==> config.mk <==
export PLATFORM = sky130hd
export DESIGN_NAME = irqbid_arbiter
export DESIGN_NICKNAME = d
export VERILOG_FILES = /design/src/rtl/irqbid_pkg.sv /design/src/rtl/irqbid_bidgen.sv /design/src/rtl/irqbid_arb.sv /design/src/rtl/irqbid_enc.sv /design/src/rtl/irqbid_arbiter.sv
export SDC_FILE = /design/constraint.sdc
export NUM_CORES = 1
export LEC_CHECK = 0
export BUFFER_PORTS_ARGS = -buffer_cell sky130_fd_sc_hd__clkbuf_2
export CAP_MARGIN = 20
export CELL_PAD_IN_SITES_DETAIL_PLACEMENT = 1
export CELL_PAD_IN_SITES_GLOBAL_PLACEMENT = 2
export CORE_UTILIZATION = 32
export CTS_CLUSTER_SIZE = 8
export DETAILED_ROUTE_END_ITERATION = 10
export PLACE_DENSITY = 0.83
export SKIP_LAST_GASP = 1
export SLEW_MARGIN = 20
export SYNTH_ARGS = -nofsm -noshare
export SYNTH_HDL_FRONTEND = slang
export SYNTH_HIERARCHICAL = 1
export SYNTH_SLANG_ARGS = --single-unit
==> constraint.sdc <==
create_clock -name clk -period 48.2 [get_ports clk]
set_input_delay 2.41 -clock clk [delete_from_list [all_inputs] [get_ports clk]]
set_output_delay 2.41 -clock clk [all_outputs]
set_load 0.05 [all_outputs]
==> src/rtl/irqbid_pkg.sv <==
package irqbid_pkg;
  localparam int NCH   = 2;
  localparam int NOTH  = 7;
  localparam int SPC   = 2 + NOTH;
  localparam int NSRC  = NCH * SPC;
  localparam int CNT_W = 5;
  localparam int IDX_W = $clog2(NSRC);

  typedef enum logic [1:0] {
    CLS_NONE = 2'b00,
    CLS_RX   = 2'b01,
    CLS_TX   = 2'b10,
    CLS_OTH  = 2'b11
  } irq_class_e;

  typedef struct packed {
    irq_class_e       cls;
    logic [CNT_W-1:0] body;
    logic             chan;
  } cir_t;
endpackage

==> src/rtl/irqbid_bidgen.sv <==
module irqbid_bidgen
  import irqbid_pkg::*;
#(
  parameter int BID_W = 8
) (
  input  logic [NSRC-1:0]           src_act,
  input  logic [NSRC-1:0]           src_en,
  input  logic [NCH*CNT_W-1:0]      rx_fill,
  input  logic [NCH*CNT_W-1:0]      tx_free,
  input  logic [NCH*BID_W-1:0]      rx_ofs,
  input  logic [NCH*BID_W-1:0]      tx_ofs,
  input  logic [NCH*NOTH*BID_W-1:0] oth_bid,
  output logic [NSRC*BID_W-1:0]     bid_flat,
  output logic [NSRC-1:0]           elig
);
  localparam logic [BID_W-1:0] BID_MAX = '1;
  localparam int PAD_W = BID_W + 1 - CNT_W;

  for (genvar ch = 0; ch < NCH; ch++) begin : g_ch
    logic [BID_W:0] rx_sum;
    logic [BID_W:0] tx_sum;
    logic [CNT_W-1:0] rx_cnt;
    logic [CNT_W-1:0] tx_cnt;

    assign rx_cnt = rx_fill[ch*CNT_W +: CNT_W];
    assign tx_cnt = tx_free[ch*CNT_W +: CNT_W];
    assign rx_sum = {1'b0, rx_ofs[ch*BID_W +: BID_W]} + {{PAD_W{1'b0}}, rx_cnt};
    assign tx_sum = {1'b0, tx_ofs[ch*BID_W +: BID_W]} + {{PAD_W{1'b0}}, tx_cnt};

    assign bid_flat[(ch*SPC)*BID_W +: BID_W]   = rx_sum[BID_W] ? BID_MAX : rx_sum[BID_W-1:0];
    assign bid_flat[(ch*SPC+1)*BID_W +: BID_W] = tx_sum[BID_W] ? BID_MAX : tx_sum[BID_W-1:0];

    assign elig[ch*SPC]   = src_act[ch*SPC] & src_en[ch*SPC];
    assign elig[ch*SPC+1] = src_act[ch*SPC+1] & src_en[ch*SPC+1] & (tx_cnt != '0);

    for (genvar o = 0; o < NOTH; o++) begin : g_oth
      assign bid_flat[(ch*SPC+2+o)*BID_W +: BID_W] = oth_bid[(ch*NOTH+o)*BID_W +: BID_W];
      assign elig[ch*SPC+2+o] = src_act[ch*SPC+2+o] & src_en[ch*SPC+2+o];
    end
  end
endmodule

==> src/rtl/irqbid_arb.sv <==
module irqbid_arb
  import irqbid_pkg::*;
#(
  parameter int BID_W = 8
) (
  input  logic [NSRC*BID_W-1:0] bid_flat,
  input  logic [NSRC-1:0]       elig,
  output logic                  win_valid,
  output logic [IDX_W-1:0]      win_idx,
  output logic [BID_W-1:0]      win_bid
);
  // Scan in index order; a later source replaces only on a strictly larger bid,
  // so equal bids stay with the lower index.
  always_comb begin
    win_valid = 1'b0;
    win_idx   = '0;
    win_bid   = '0;
    for (int i = 0; i < NSRC; i++) begin
      if (elig[i] && (!win_valid || bid_flat[i*BID_W +: BID_W] > win_bid)) begin
        win_valid = 1'b1;
        win_idx   = IDX_W'(i);
        win_bid   = bid_flat[i*BID_W +: BID_W];
      end
    end
  end
endmodule

==> src/rtl/irqbid_enc.sv <==
module irqbid_enc
  import irqbid_pkg::*;
(
  input  logic                 hit,
  input  logic [IDX_W-1:0]     win_idx,
  input  logic [NCH*CNT_W-1:0] rx_fill,
  input  logic [NCH*CNT_W-1:0] tx_free,
  output cir_t                 vec
);
  always_comb begin
    int ch_i;
    int k_i;
    ch_i = int'(win_idx) / SPC;
    k_i  = int'(win_idx) % SPC;
    vec  = '0;
    if (hit) begin
      vec.chan = ch_i[0];
      if (k_i == 0) begin
        vec.cls  = CLS_RX;
        vec.body = rx_fill[ch_i*CNT_W +: CNT_W];
      end else if (k_i == 1) begin
        vec.cls  = CLS_TX;
        vec.body = tx_free[ch_i*CNT_W +: CNT_W];
      end else begin
        vec.cls  = CLS_OTH;
        vec.body = CNT_W'(k_i - 1);
      end
    end
  end
endmodule

==> src/rtl/irqbid_arbiter.sv <==
module irqbid_arbiter
  import irqbid_pkg::*;
#(
  parameter int BID_W = 8
) (
  input  logic                      clk,
  input  logic                      rst_n,
  input  logic [NSRC-1:0]           src_act,
  input  logic [NSRC-1:0]           src_en,
  input  logic [NCH*CNT_W-1:0]      rx_fill,
  input  logic [NCH*CNT_W-1:0]      tx_free,
  input  logic [NCH*BID_W-1:0]      rx_ofs,
  input  logic [NCH*BID_W-1:0]      tx_ofs,
  input  logic [NCH*NOTH*BID_W-1:0] oth_bid,
  input  logic [BID_W-1:0]          thresh,
  input  logic                      upd_strobe,
  output logic                      irq,
  output logic [7:0]                cir
);
  logic [NSRC*BID_W-1:0] bid_flat;
  logic [NSRC-1:0]       elig;
  logic                  win_valid;
  logic [IDX_W-1:0]      win_idx;
  logic [BID_W-1:0]      win_bid;
  logic                  above;
  cir_t                  vec;
  cir_t                  cir_q;

  irqbid_bidgen #(.BID_W(BID_W)) u_bidgen (
    .src_act (src_act),
    .src_en  (src_en),
    .rx_fill (rx_fill),
    .tx_free (tx_free),
    .rx_ofs  (rx_ofs),
    .tx_ofs  (tx_ofs),
    .oth_bid (oth_bid),
    .bid_flat(bid_flat),
    .elig    (elig)
  );

  irqbid_arb #(.BID_W(BID_W)) u_arb (
    .bid_flat (bid_flat),
    .elig     (elig),
    .win_valid(win_valid),
    .win_idx  (win_idx),
    .win_bid  (win_bid)
  );

  assign above = win_valid && (win_bid > thresh);

  irqbid_enc u_enc (
    .hit    (above),
    .win_idx(win_idx),
    .rx_fill(rx_fill),
    .tx_free(tx_free),
    .vec    (vec)
  );

  always_ff @(posedge clk) begin
    if (!rst_n) begin
      irq   <= 1'b0;
      cir_q <= '0;
    end else begin
      irq <= above;
      if (upd_strobe) cir_q <= vec;
    end
  end

  assign cir = cir_q;

  // The arbiter's pick must be a source the bid stage marked eligible.
  assert_winner_eligible_R1: assert property (@(posedge clk) disable iff (!rst_n)
    win_valid |-> elig[win_idx]);

  // A transmit entry in the vector never carries a zero free count.
  assert_tx_not_full_R2: assert property (@(posedge clk) disable iff (!rst_n)
    cir[7:6] == 2'b10 |-> cir[5:1] != 5'd0);

  // An empty class field only ever comes with an all-zero vector.
  assert_empty_vector_R5: assert property (@(posedge clk) disable iff (!rst_n)
    cir[7:6] == 2'b00 |-> cir == 8'h00);

  // Event entries keep [5:4] clear and a nonzero code.
  assert_event_layout_R7: assert property (@(posedge clk) disable iff (!rst_n)
    cir[7:6] == 2'b11 |-> (cir[5:4] == 2'b00 && cir[3:1] != 3'd0));

  // The vector holds at every edge without a strobe.
  assert_vector_holds_R8: assert property (@(posedge clk) disable iff (!rst_n)
    !upd_strobe |=> $stable(cir));

  // After a strobe, a nonzero vector and the request agree.
  assert_irq_matches_load_R9: assert property (@(posedge clk) disable iff (!rst_n)
    upd_strobe |=> ((cir != 8'h00) == irq));
endmodule

# [Word-level counts from Yosys, hierarchy flattened]
# Index checks and enable logic that the tools add are counted.
# W data, S select, Z words.
[word_totals] elab_cells=168 output_inout_bits=9 input_bits=211 ff_bits=9
[op_classes] eq_ne=1 div=2 mul=1 n_reduce_logical=55 order_cmp=18 muxes=60 bitwise=20 addsub=5 shifts=2
[ops] operator="$mux W8" count=23
[ops] operator="$gt A8 B8 Y1" count=18
[ops] operator="$shiftx A10 B32 Y5" count=2
[ops] operator="$add A8 B5 Y9" count=4
[ops] operator="$div A6 B5 Y32 const B" count=1
[ops] operator="$eq A32 B2 Y1 const B" count=1
[ops] operator="$logic_not A32 Y1" count=1
[ops] operator="$mod A6 B5 Y32 const B" count=1
[ops] operator="$mul A32 B4 Y32 const B" count=1
[ops] operator="$mux W4" count=8
[ops] operator="$and A1 B1 Y1" count=20
[ops] operator="$mux W1" count=19
[ops] operator="$logic_and A1 B1 Y1" count=18
[ops] operator="$logic_not A1 Y1" count=17
[ops] operator="$logic_or A1 B1 Y1" count=17
[ops] operator="$mux W3" count=4
[ops] operator="$mux W5" count=2
[ops] operator="$reduce_bool A5 Y1" count=2
[ops] operator="$mux W7" count=1
[ops] operator="$mux W6" count=1
[ops] operator="$sub A5 B2 Y5 const B" count=1
[ops] operator="$mux W2" count=2

# [Logic depth before layout (Yosys ltp)]
# Gate-level depths: netlist (run 1).
[depth] word_depth=77 mapped_depth=202 mapped_depth_nobuf=189

# [Cells and area by module]
# Netlist (run 1), hierarchy kept.
[modules_own_cells] mod="irqbid_arb" n_inst=1 cells_per_inst=866 area_each_um2=6327.3 seq_area_each_um2=0.0
[modules_own_cells] mod="irqbid_bidgen" n_inst=1 cells_per_inst=288 area_each_um2=2109.5 seq_area_each_um2=0.0
[modules_own_cells] mod="irqbid_enc" n_inst=1 cells_per_inst=134 area_each_um2=1044.8 seq_area_each_um2=0.0
[modules_own_cells] mod="irqbid_arbiter" n_inst=1 cells_per_inst=57 area_each_um2=531.8 seq_area_each_um2=180.2

# [Least setup slack after synthesis (run 1)]
# Ideal clock, no wire load.
[synth_path] path_kind="input to register" start="input port tx_free[0]" end="register cir_q (netlist bit cir[2])" required_time_ns=48.083 setup_ns=0.117 stages=188 path_slack_ns=10.158 t_arrival_ns=37.924 path_buffers=12 path_cell_list="ha_1 fa_1 a21oi_1 o21bai_1 nor3_1 a211oi_1 ha_1 and4_1 nand2_1 a21boi_0 nor2_1 mux2i_1 inv_1 ha_1 nor2b_1 o211ai_1 a21oi_1 o211ai_1 [152 not listed] ha_1 or3_1 o21ai_0 a21oi_1 ha_1 nor2b_1 o311a_1 a221oi_4 nand3_4 buf_6 xnor2_1 ha_1 and3_1 nand4_1 o21ai_0 a211oi_2 mux2i_1 nor2b_1"
[synth_lines] item="from (decl)" line="irqbid_arbiter.sv:11" text="input logic [NCH*CNT_W-1:0] tx_free,"
[synth_lines] item="to (signal assigned)" line="irqbid_arbiter.sv:65" text="if (upd_strobe) cir_q <= vec;"
[synth_lines] item="to (decl)" line="irqbid_arbiter.sv:27" text="cir_t cir_q;"

==> results of run 1 <==
metrics by stage:
stage | cell area, um2 | total power (W) | utilization | hold slack, ns | setup WS [ns]
after floorplan | 10000 | 0.000567 | - | 0.743 | 10.16
after global placement | 10600 | 0.000683 | 0.347 | 0.506 | 5.38
after detailed placement | 10600 | 0.000699 | 0.347 | 0.508 | 4.20
after CTS | 10700 | 0.000719 | 0.350 | 0.520 | 4.38
after global routing | 10700 | 0.000795 | 0.350 | 0.554 | 0.335
final | 10700 | 0.000715 | 0.350 | 0.515 | 4.10
synthesized netlist by cell type (6+ instances only):
cell	number	area share
a211oi_1	14	0.010
a21o_1	37	0.028
a21oi_1	76	0.038
a221oi_2	11	0.016
a31oi_1	16	0.010
and2_1	28	0.017
and3_1	12	0.0075
and4_1	6	0.0052
buf_2	10	0.0050
buf_4	112	0.084
clkbuf_1	11	0.0041
dfxtp_1	9	0.018
ha_1	161	0.20
inv_1	119	0.045
mux2_2	38	0.043
mux2i_1	47	0.047
mux2i_4	6	0.013
nand2_1	98	0.037
nand2b_1	29	0.018
nand3_1	31	0.015
nand4_1	19	0.012
nor2_1	94	0.035
nor2b_1	42	0.026
nor3_1	26	0.013
o211ai_1	10	0.0075
o211ai_2	6	0.0075
o21a_1	21	0.016
o21ai_0	56	0.028
o21ai_1	8	0.0040
o21bai_1	10	0.0075
o22ai_1	9	0.0056
o31a_1	13	0.011
o31ai_1	8	0.0060
or3_1	12	0.0075
xnor2_1	12	0.010
cells by family after synthesis:
kind of cell	synth area share
simple gates	0.223
compound gates	0.284
buf+inv	0.143
fa+ha+maj	0.210
mux	0.106
xor+xnor	0.0149
flops	0.0180
power by group through the flow:
stage                     logic (W)  registers, W  clock network, W
after floorplan            0.000552     0.0000150                 0
after global placement     0.000672     0.0000102                 0
after detailed placement   0.000689     0.0000103                 0
after CTS                  0.000694     0.0000102         0.0000148
after global routing       0.000770     0.0000103         0.0000150
final                      0.000690     0.0000101         0.0000146
flip-flops by register name, summed over array words and instances (netlist names):
name / count
irq: 1
cir: 8
cell type report:
cell class	count	area [um2]
antenna	1	2.50
clock buffer	4	78.8
fill	3916	19900
inverter	119	447
multi-input combinational	1079	8400
sequential	9	180
tap	396	495
timing repair buffer	223	1130
per-layer routing:
metal	routed length (um)	vias up
li1	-	5007
met1	14400	4679
met2	15900	178
met4	235	2
met3	1010	16
met5	10	-
how the worst min path moves through the flow:
stage | to | slack, ns | from | depth (start not counted)
3_3_place_gp | cir[0]$_SDFFE_PN0P_ | 0.51 | cir[0]$_SDFFE_PN0P_ | 2
4_1_cts | cir[1]$_SDFFE_PN0P_ | 0.52 | cir[1]$_SDFFE_PN0P_ | 2
3_5_place_dp | cir[1]$_SDFFE_PN0P_ | 0.51 | cir[1]$_SDFFE_PN0P_ | 2
5_1_grt | cir[1]$_SDFFE_PN0P_ | 0.55 | cir[1]$_SDFFE_PN0P_ | 2
6_report | cir[1]$_SDFFE_PN0P_ | 0.52 | cir[1]$_SDFFE_PN0P_ | 2
2_1_floorplan | cir[0]$_SDFFE_PN0P_ | 0.74 | cir[0]$_SDFFE_PN0P_ | 2
cells in the final DEF, fill, tap and decap left out, types with 5 or more instances in the layout:
master / instances
clkbuf_2: 219
ha_1: 161
inv_1: 119
nand2_1: 98
nor2_1: 94
a21oi_1: 76
o21ai_0: 55
mux2i_1: 47
nor2b_1: 42
mux2_2: 38
a21o_1: 37
nand3_1: 31
nand2b_1: 29
and2_1: 28
nor3_1: 26
o21a_1: 21
nand4_1: 19
a31oi_1: 16
a211oi_1: 14
o31a_1: 13
or3_1: 12
and3_1: 12
xnor2_1: 12
a221oi_2: 11
o21bai_1: 10
o211ai_1: 10
dfxtp_1: 9
o21ai_1: 9
o22ai_1: 9
o31ai_1: 8
and4_1: 6
o211ai_2: 6
mux2i_4: 6
a41oi_1: 5
o211a_1: 5
o311a_1: 5
nor4_1: 5
xor2_1: 5
critical path, delay by kind of cell:
| family | cells | cell delay (ns) |
|---|---|---|
| and+or+nand+nor | 43 | 7.31 |
| AOI/OAI and AO/OA | 88 | 21.22 |
| xor gates and xnor gates | 1 | 0.31 |
| muxes | 14 | 4.70 |
| adders and majority gates | 22 | 6.29 |
| buffers and inverters | 15 | 1.93 |
==> impl_metrics.ini, run 1 <==
[critical_path]
crit_path_start = tx_free[0]
reg2reg_from = cir[3]$_SDFFE_PN0P_
required_ns = 48.32
critPathMostFrequentCell = ha_1
setup.worst_path.start_class = input pin
ff2ff_setup_slack_ns = 47.57
critPathSlowestCell = a21oi_2
worstPathMaxFanout = 26
crit_type = input pin to flip-flop
cp-end-kind = flip-flop
cp-endpoint = cir[2]$_SDFFE_PN0P_
max_stage_delay_ns = 0.81
r2r_cells = 2
worst_ep_arrival_time_ns = 44.22
worst_r2r_endpoint = cir[3]$_SDFFE_PN0P_

[global_routing]
antenna_found_initial = 2
use_met3 = 0.00848
track_usage = 0.194
grtUsageMet1 = 0.244
first_global_vias = 10100
grt_pass1_wl_um = 50400
grtUsageMet2 = 0.370
grt_max_degree = 27
grt_busiest_layer = met2
gr-total-overflow = 0

[power_and_ir_drop]
power.net_switching_w = 0.000409
peakVddDrop_mv = 0.0510
p_seq_frac = 0.014
p_sw_frac = 0.572
p_int_w = 0.000306
combPwrFrac = 0.965
power_leakage_nw = 5.35
pwr_density_cell_nw_per_um2 = 66.6
p_clk_frac = 0.020

[routing]
wl_um = 31600
drtPass1Iterations = 4
vias_per_cell = 5.40
drc = 0
antenna_left = 0
drtIter0Drc = 328
wl_per_cell_um = 17.2
route.vias.total = 9882

[yosys]
async_flop_share = 0
synth-edff-count = 0
seq_area_frac_synth = 0.0180
syn_area_um2 = 10000
syn_inst = 1345
synth_nets = 1721
synth_warnings = 6
synth_cell_types = 105
ys_dominant_reg_cell = dfxtp_1
ys_seq_elements = 9
postSynthAreaPerCell_um2 = 7.44

[job]
maxCapViolations = 0

[timing]
final-setup-viol-count = 0
clock.fmax_ghz = 0.0227
rsz0062_at_grt = false
period_minus_slack_ns = 44.10
relSlewSlack = 0.261
setup_tns_ns = 0
drv_slew = 0
fin_crit_sh = 0.915
final-hold-violation-count = 0
worstMarginPinSlew_ns = 1.10
skew_ns = 0

[clock_network]
cts_resized = 0
cts_hold_buf = 0
cts-root-buf = clkbuf_16
htree_levels = 1
post_cts.repair.setup_buffers = 0
clock_latency_ns = 0.23
clk_pin_slew_ns = 0.04
cts_tree = done
cts_max_path_buffers = 2
clock_sinks = 9
cts_made_buffers = 3

[cells_and_area]
area_growth_pct = 7.13
nets = 1811
drive_above_1_share = 0.232
layout.cells.non_filler = 1831

[min_path]
hp-class = flip-flop to flip-flop

[place]
io_buffers = 219
hpwl_um = 28300
dp.cells = 1826
gp_congestion = 0.886

[floorplanning]
coreArea_um2 = 30700
start_util = 0.326
die_w_um = 179
die_area_um2 = 32000
io_pins = 220
fp-row-count = 64
die_h_um = 179

[status]
outcome = finished, final reports clean
(Power assumes the default switching activity.)
==> run 2, diff against run 1 <==
--- a/config.mk
+++ b/config.mk
@@ -7,12 +7,12 @@
 export LEC_CHECK = 0
 export BUFFER_PORTS_ARGS = -buffer_cell sky130_fd_sc_hd__clkbuf_2
 export CAP_MARGIN = 20
-export CELL_PAD_IN_SITES_DETAIL_PLACEMENT = 1
-export CELL_PAD_IN_SITES_GLOBAL_PLACEMENT = 2
-export CORE_UTILIZATION = 32
+export CELL_PAD_IN_SITES_DETAIL_PLACEMENT = 0
+export CELL_PAD_IN_SITES_GLOBAL_PLACEMENT = 1
+export CORE_UTILIZATION = 42
 export CTS_CLUSTER_SIZE = 8
 export DETAILED_ROUTE_END_ITERATION = 10
-export PLACE_DENSITY = 0.83
+export PLACE_DENSITY = 0.85
 export SKIP_LAST_GASP = 1
 export SLEW_MARGIN = 20
 export SYNTH_ARGS = -nofsm -noshare
==> run 2 against run 1 <==
First-iteration DRC count grew 32%. Combinational power is 2% lower. Maximum frequency up 2.1%. Flip-flop and latch count unchanged. Core utilization increased by 10 points. Cell area shrank 0.80%. Critical endpoint unchanged. Largest cell class unchanged. Largest power group unchanged.
==> impl_metrics.ini, run 2 (same netlist as run 1, synthesis figures left out) <==
[clock_network]
htree_levels = 1
cts_resized = 0
cts_max_path_buffers = 2
cts_tree = done
cts_made_buffers = 3
clk_pin_slew_ns = 0.04
post_cts.repair.setup_buffers = 0
clock_latency_ns = 0.23
cts-root-buf = clkbuf_16
cts_hold_buf = 0
clock_sinks = 9

[cells_and_area]
final_cell_mix = clkbuf_2 (219), ha_1 (161), inv_1 (119), nand2_1 (98), nor2_1 (94)
layout.cells.non_filler = 1755
area_growth_pct = 6.27
drive_above_1_share = 0.232
largest_register_ffs = 8
nets = 1811
fillCellCount = 2484
final_common_cell = clkbuf_2

[routing]
drc = 0
antenna_left = 0
wl_um = 27200
drtPass1Iterations = 5
route.vias.total = 9767
drtIter0Drc = 432
wl_per_cell_um = 15.5
vias_per_cell = 5.57

[floorplanning]
io_pins = 220
die_w_um = 156
coreArea_um2 = 23400
die_area_um2 = 24500
fp-row-count = 56
die_h_um = 156
start_util = 0.428

[power_and_ir_drop]
pwr_density_cell_nw_per_um2 = 65.7
peakVddDrop_mv = 0.0557
power_leakage_nw = 5.35

[place]
hpwl_um = 23900
pre_cts_ws_ns = 4.89
io_buffers = 219
dp.cells = 1749
gp_congestion = 0.919

[min_path]
hp-class = flip-flop to flip-flop

[critical_path]
cp-end-kind = flip-flop
critPathMostFrequentCell = ha_1
required_ns = 48.32
worst_ep_arrival_time_ns = 43.31
critPathSlowestCell = a21oi_1
setup.worst_path.start_class = input pin
worstPathMaxFanout = 26
crit_type = input pin to flip-flop
max_stage_delay_ns = 0.88

[timing]
period_minus_slack_ns = 43.19
skew_ns = 0
rsz0062_at_grt = false
setup_tns_ns = 0
final-hold-violation-count = 0
setup_slack_ns = 5.01
drv_slew = 0
final-setup-viol-count = 0
fin_hold_ws_ns = 0.511
clock.fmax_ghz = 0.0232
fin_crit_sh = 0.896
worstMarginPinSlew_ns = 0.945
relSlewSlack = 0.370

[global_routing]
track_usage = 0.220
grt_max_degree = 27
grt_pass1_wl_um = 44400
gr-total-overflow = 0
antenna_found_initial = 4
first_global_vias = 9380

[job]
maxCapViolations = 0

[status]
outcome = finished, final reports clean
-- run 2: stage by stage --
stage	utilization	area, um2	total power [W]
after global routing	0.455	10600	0.000780
after CTS	0.454	10600	0.000697
final	0.455	10600	0.000700
after detailed placement	0.451	10600	0.000679
after global placement	0.451	10600	0.000670
after floorplan	-	10000	0.000567
-- run 2: layout make-up --
type | count | area, um2 | area share
antenna | 2 | 5.00 | 0.000470
timing repair buffer | 223 | 1130 | 0.106
sequential | 9 | 180 | 0.0169
multi-input combinational | 1079 | 8410 | 0.790
inverter | 119 | 447 | 0.0420
tap | 319 | 399 | 0.0375
clock buffer | 4 | 78.8 | 0.00741
-- run 2: metal layers --
layer  up-vias  GRT usage  wire, um
li1       5015          -         -
met1      4466      0.277     12200
met2       264      0.403     13000
met3        20     0.0263      1570
met4         2     0.0322       397
met5         -          0        11
-- run 2: critical path, delay by kind of cell --
family	cells	cell delay [ns]
xor gates and xnor gates	1	0.30
adders and majority gates	22	6.20
and+or+nand+nor	43	7.17
buffers and inverters	15	1.88
AOI/OAI and AO/OA	88	20.54
muxes	14	4.69
-- run 2: power by group --
| part | total, W | internal [W] | switching (W) |
|---|---|---|---|
| combinational | 0.000675 | 0.000284 | 0.000391 |
| sequential | 0.0000100 | 0.00000945 | 0.000000570 |
| clock | 0.0000144 | 0.0000110 | 0.00000337 |
-- run 2: path summary, 6_finish.rpt --
path | from | end | slack (ns) | depth (start not counted)
hold / removal | cir[7]$_SDFFE_PN0P_ | cir[7]$_SDFFE_PN0P_ | 0.51 | 2
setup / recovery | tx_free[0] | cir[2]$_SDFFE_PN0P_ | 5.01 | 183
hold reg to reg | cir[7]$_SDFFE_PN0P_ | cir[7]$_SDFFE_PN0P_ | 0.51 | 2
setup reg to reg | cir[4]$_SDFFE_PN0P_ | cir[4]$_SDFFE_PN0P_ | 47.58 | 2
==> run 3, diff against run 2 <==
--- a/config.mk
+++ b/config.mk
@@ -5,7 +5,7 @@
 export SDC_FILE = /design/constraint.sdc
 export NUM_CORES = 1
 export LEC_CHECK = 0
-export BUFFER_PORTS_ARGS = -buffer_cell sky130_fd_sc_hd__clkbuf_2
+export BUFFER_PORTS_ARGS = -buffer_cell sky130_fd_sc_hd__buf_2
 export CAP_MARGIN = 20
 export CELL_PAD_IN_SITES_DETAIL_PLACEMENT = 0
 export CELL_PAD_IN_SITES_GLOBAL_PLACEMENT = 1
==> run 3 against run 2 <==
Die area unchanged. Maximum frequency is essentially flat. Count of clock-buffer cells in the layout stayed put. First-iteration DRC count rose by 12%. Clock power hardly changed. Core utilization barely moved. Non-clock buffer count unchanged. Power down 0.26%. Cell area about the same.
==> impl_metrics.ini, run 3 (same netlist as run 1, synthesis figures left out) <==
[power_and_ir_drop]
pwr_density_cell_nw_per_um2 = 65.6
peakVddDrop_mv = 0.0538
power_leakage_nw = 5.31

[floorplanning]
fp-row-count = 56
start_util = 0.428
die_w_um = 156
coreArea_um2 = 23400
io_pins = 220
die_area_um2 = 24500
die_h_um = 156

[routing]
drtPass1Iterations = 7
drc = 0
wl_um = 27100
vias_per_cell = 5.54
wl_per_cell_um = 15.4
antenna_left = 0
drtIter0Drc = 484
route.vias.total = 9727

[critical_path]
required_ns = 48.32
worst_ep_arrival_time_ns = 43.33
r2r_cells = 2
worstPathMaxFanout = 26
max_stage_delay_ns = 0.80
setup.worst_path.start_class = input pin
critPathSlowestCell = a21oi_2
crit_type = input pin to flip-flop
cp-end-kind = flip-flop

[cells_and_area]
drive_above_1_share = 0.232
stdcell_area_um2 = 10600
fillCellCount = 2482
final_cell_mix = buf_2 (219), ha_1 (161), inv_1 (119), nand2_1 (98), nor2_1 (94)
final_common_cell = buf_2
area_growth_pct = 6.20
nets = 1811
largest_register_ffs = 8
final_util = 0.454
layout.cells.non_filler = 1755

[timing]
final-hold-violation-count = 0
period_minus_slack_ns = 43.21
setup_slack_ns = 4.99
setup_tns_ns = 0
relSlewSlack = 0.302
worstMarginPinSlew_ns = 1.05
clock.fmax_ghz = 0.0231
drv_slew = 0
final-setup-viol-count = 0
skew_ns = 0
fin_crit_sh = 0.896
rsz0062_at_grt = false

[global_routing]
gr-total-overflow = 0
antenna_found_initial = 5
track_usage = 0.216
grt_pass1_wl_um = 43300
first_global_vias = 9091
grt_max_degree = 27

[status]
outcome = finished, final reports clean

[clock_network]
htree_levels = 1
cts_tree = done
cts-root-buf = clkbuf_16
clk_pin_slew_ns = 0.04
cts_resized = 0
clock_latency_ns = 0.23
cts_hold_buf = 0
clock_sinks = 9
cts_max_path_buffers = 2
cts_made_buffers = 3
post_cts.repair.setup_buffers = 0

[place]
dp.cells = 1749
gp_congestion = 0.913
hpwl_um = 23900
postPlaceCellArea_um2 = 10600
io_buffers = 219
pre_cts_ws_ns = 5.24

[min_path]
hp-class = flip-flop to flip-flop
whs_path_depth = 2

[job]
maxCapViolations = 0
-- run 3: cell types whose count changed in the layout (fill, tap and decap cells not counted), sizes merged --
| cell | change |
|---|---|
| clkbuf | -219 |
| buf | +219 |
-- run 3: layout make-up --
class | instances | area (um2) | share of cell area
diodes | 2 | 5.00 | 0.000471
clock buffers | 4 | 78.8 | 0.00741
inverters | 119 | 447 | 0.0420
multi-input cells | 1079 | 8400 | 0.790
flip-flops and latches | 9 | 180 | 0.0169
well taps | 319 | 399 | 0.0375
repair buffers | 223 | 1130 | 0.106
-- run 3: worst paths after layout --
kind / from / slack [ns] / endpoint
setup / recovery: tx_free[0] / 4.99 / cir[2]$_SDFFE_PN0P_
hold / removal: cir[1]$_SDFFE_PN0P_ / 0.50 / cir[1]$_SDFFE_PN0P_
setup reg to reg: cir[7]$_SDFFE_PN0P_ / 47.59 / cir[7]$_SDFFE_PN0P_
hold reg to reg: cir[1]$_SDFFE_PN0P_ / 0.50 / cir[1]$_SDFFE_PN0P_
-- run 3: worst max-delay path, delay by kind of cell --
kind / cells / cell delay, ns
AO/OA/AOI/OAI: 87 / 20.26
AND/OR/NAND/NOR: 46 / 7.46
adder cells (fa/ha/maj): 22 / 6.27
multiplexers: 14 / 4.63
buffers and inverters: 15 / 1.92
XOR/XNOR: 1 / 0.30
-- run 3: report_power, final --
group	leakage (nW)	total, W	internal, W	switching [W]
Sequential	0.0736	0.0000100	0.00000945	0.000000585
Clock	0.0382	0.0000143	0.0000110	0.00000332
Combinational	5.20	0.000673	0.000284	0.000389
Total	5.31	0.000698	0.000305	0.000393
-- run 3: per-stage QoR --
| stage | hold slack [ns] | power, W |
|---|---|---|
| floorplan | 0.743 | 0.000567 |
| global placement | 0.495 | 0.000670 |
| detailed placement | 0.497 | 0.000677 |
| CTS | 0.511 | 0.000695 |
| global route | 0.547 | 0.000775 |
| finish | 0.504 | 0.000698 |
-- run 3: metal layers --
layer / wire [um] / GRT usage / up-vias
li1: - / - / 5019
met2: 12700 / 0.388 / 258
met4: 439 / 0.0369 / 6
met1: 12600 / 0.283 / 4415
met3: 1270 / 0.0147 / 29
met5: 35 / 0 / -
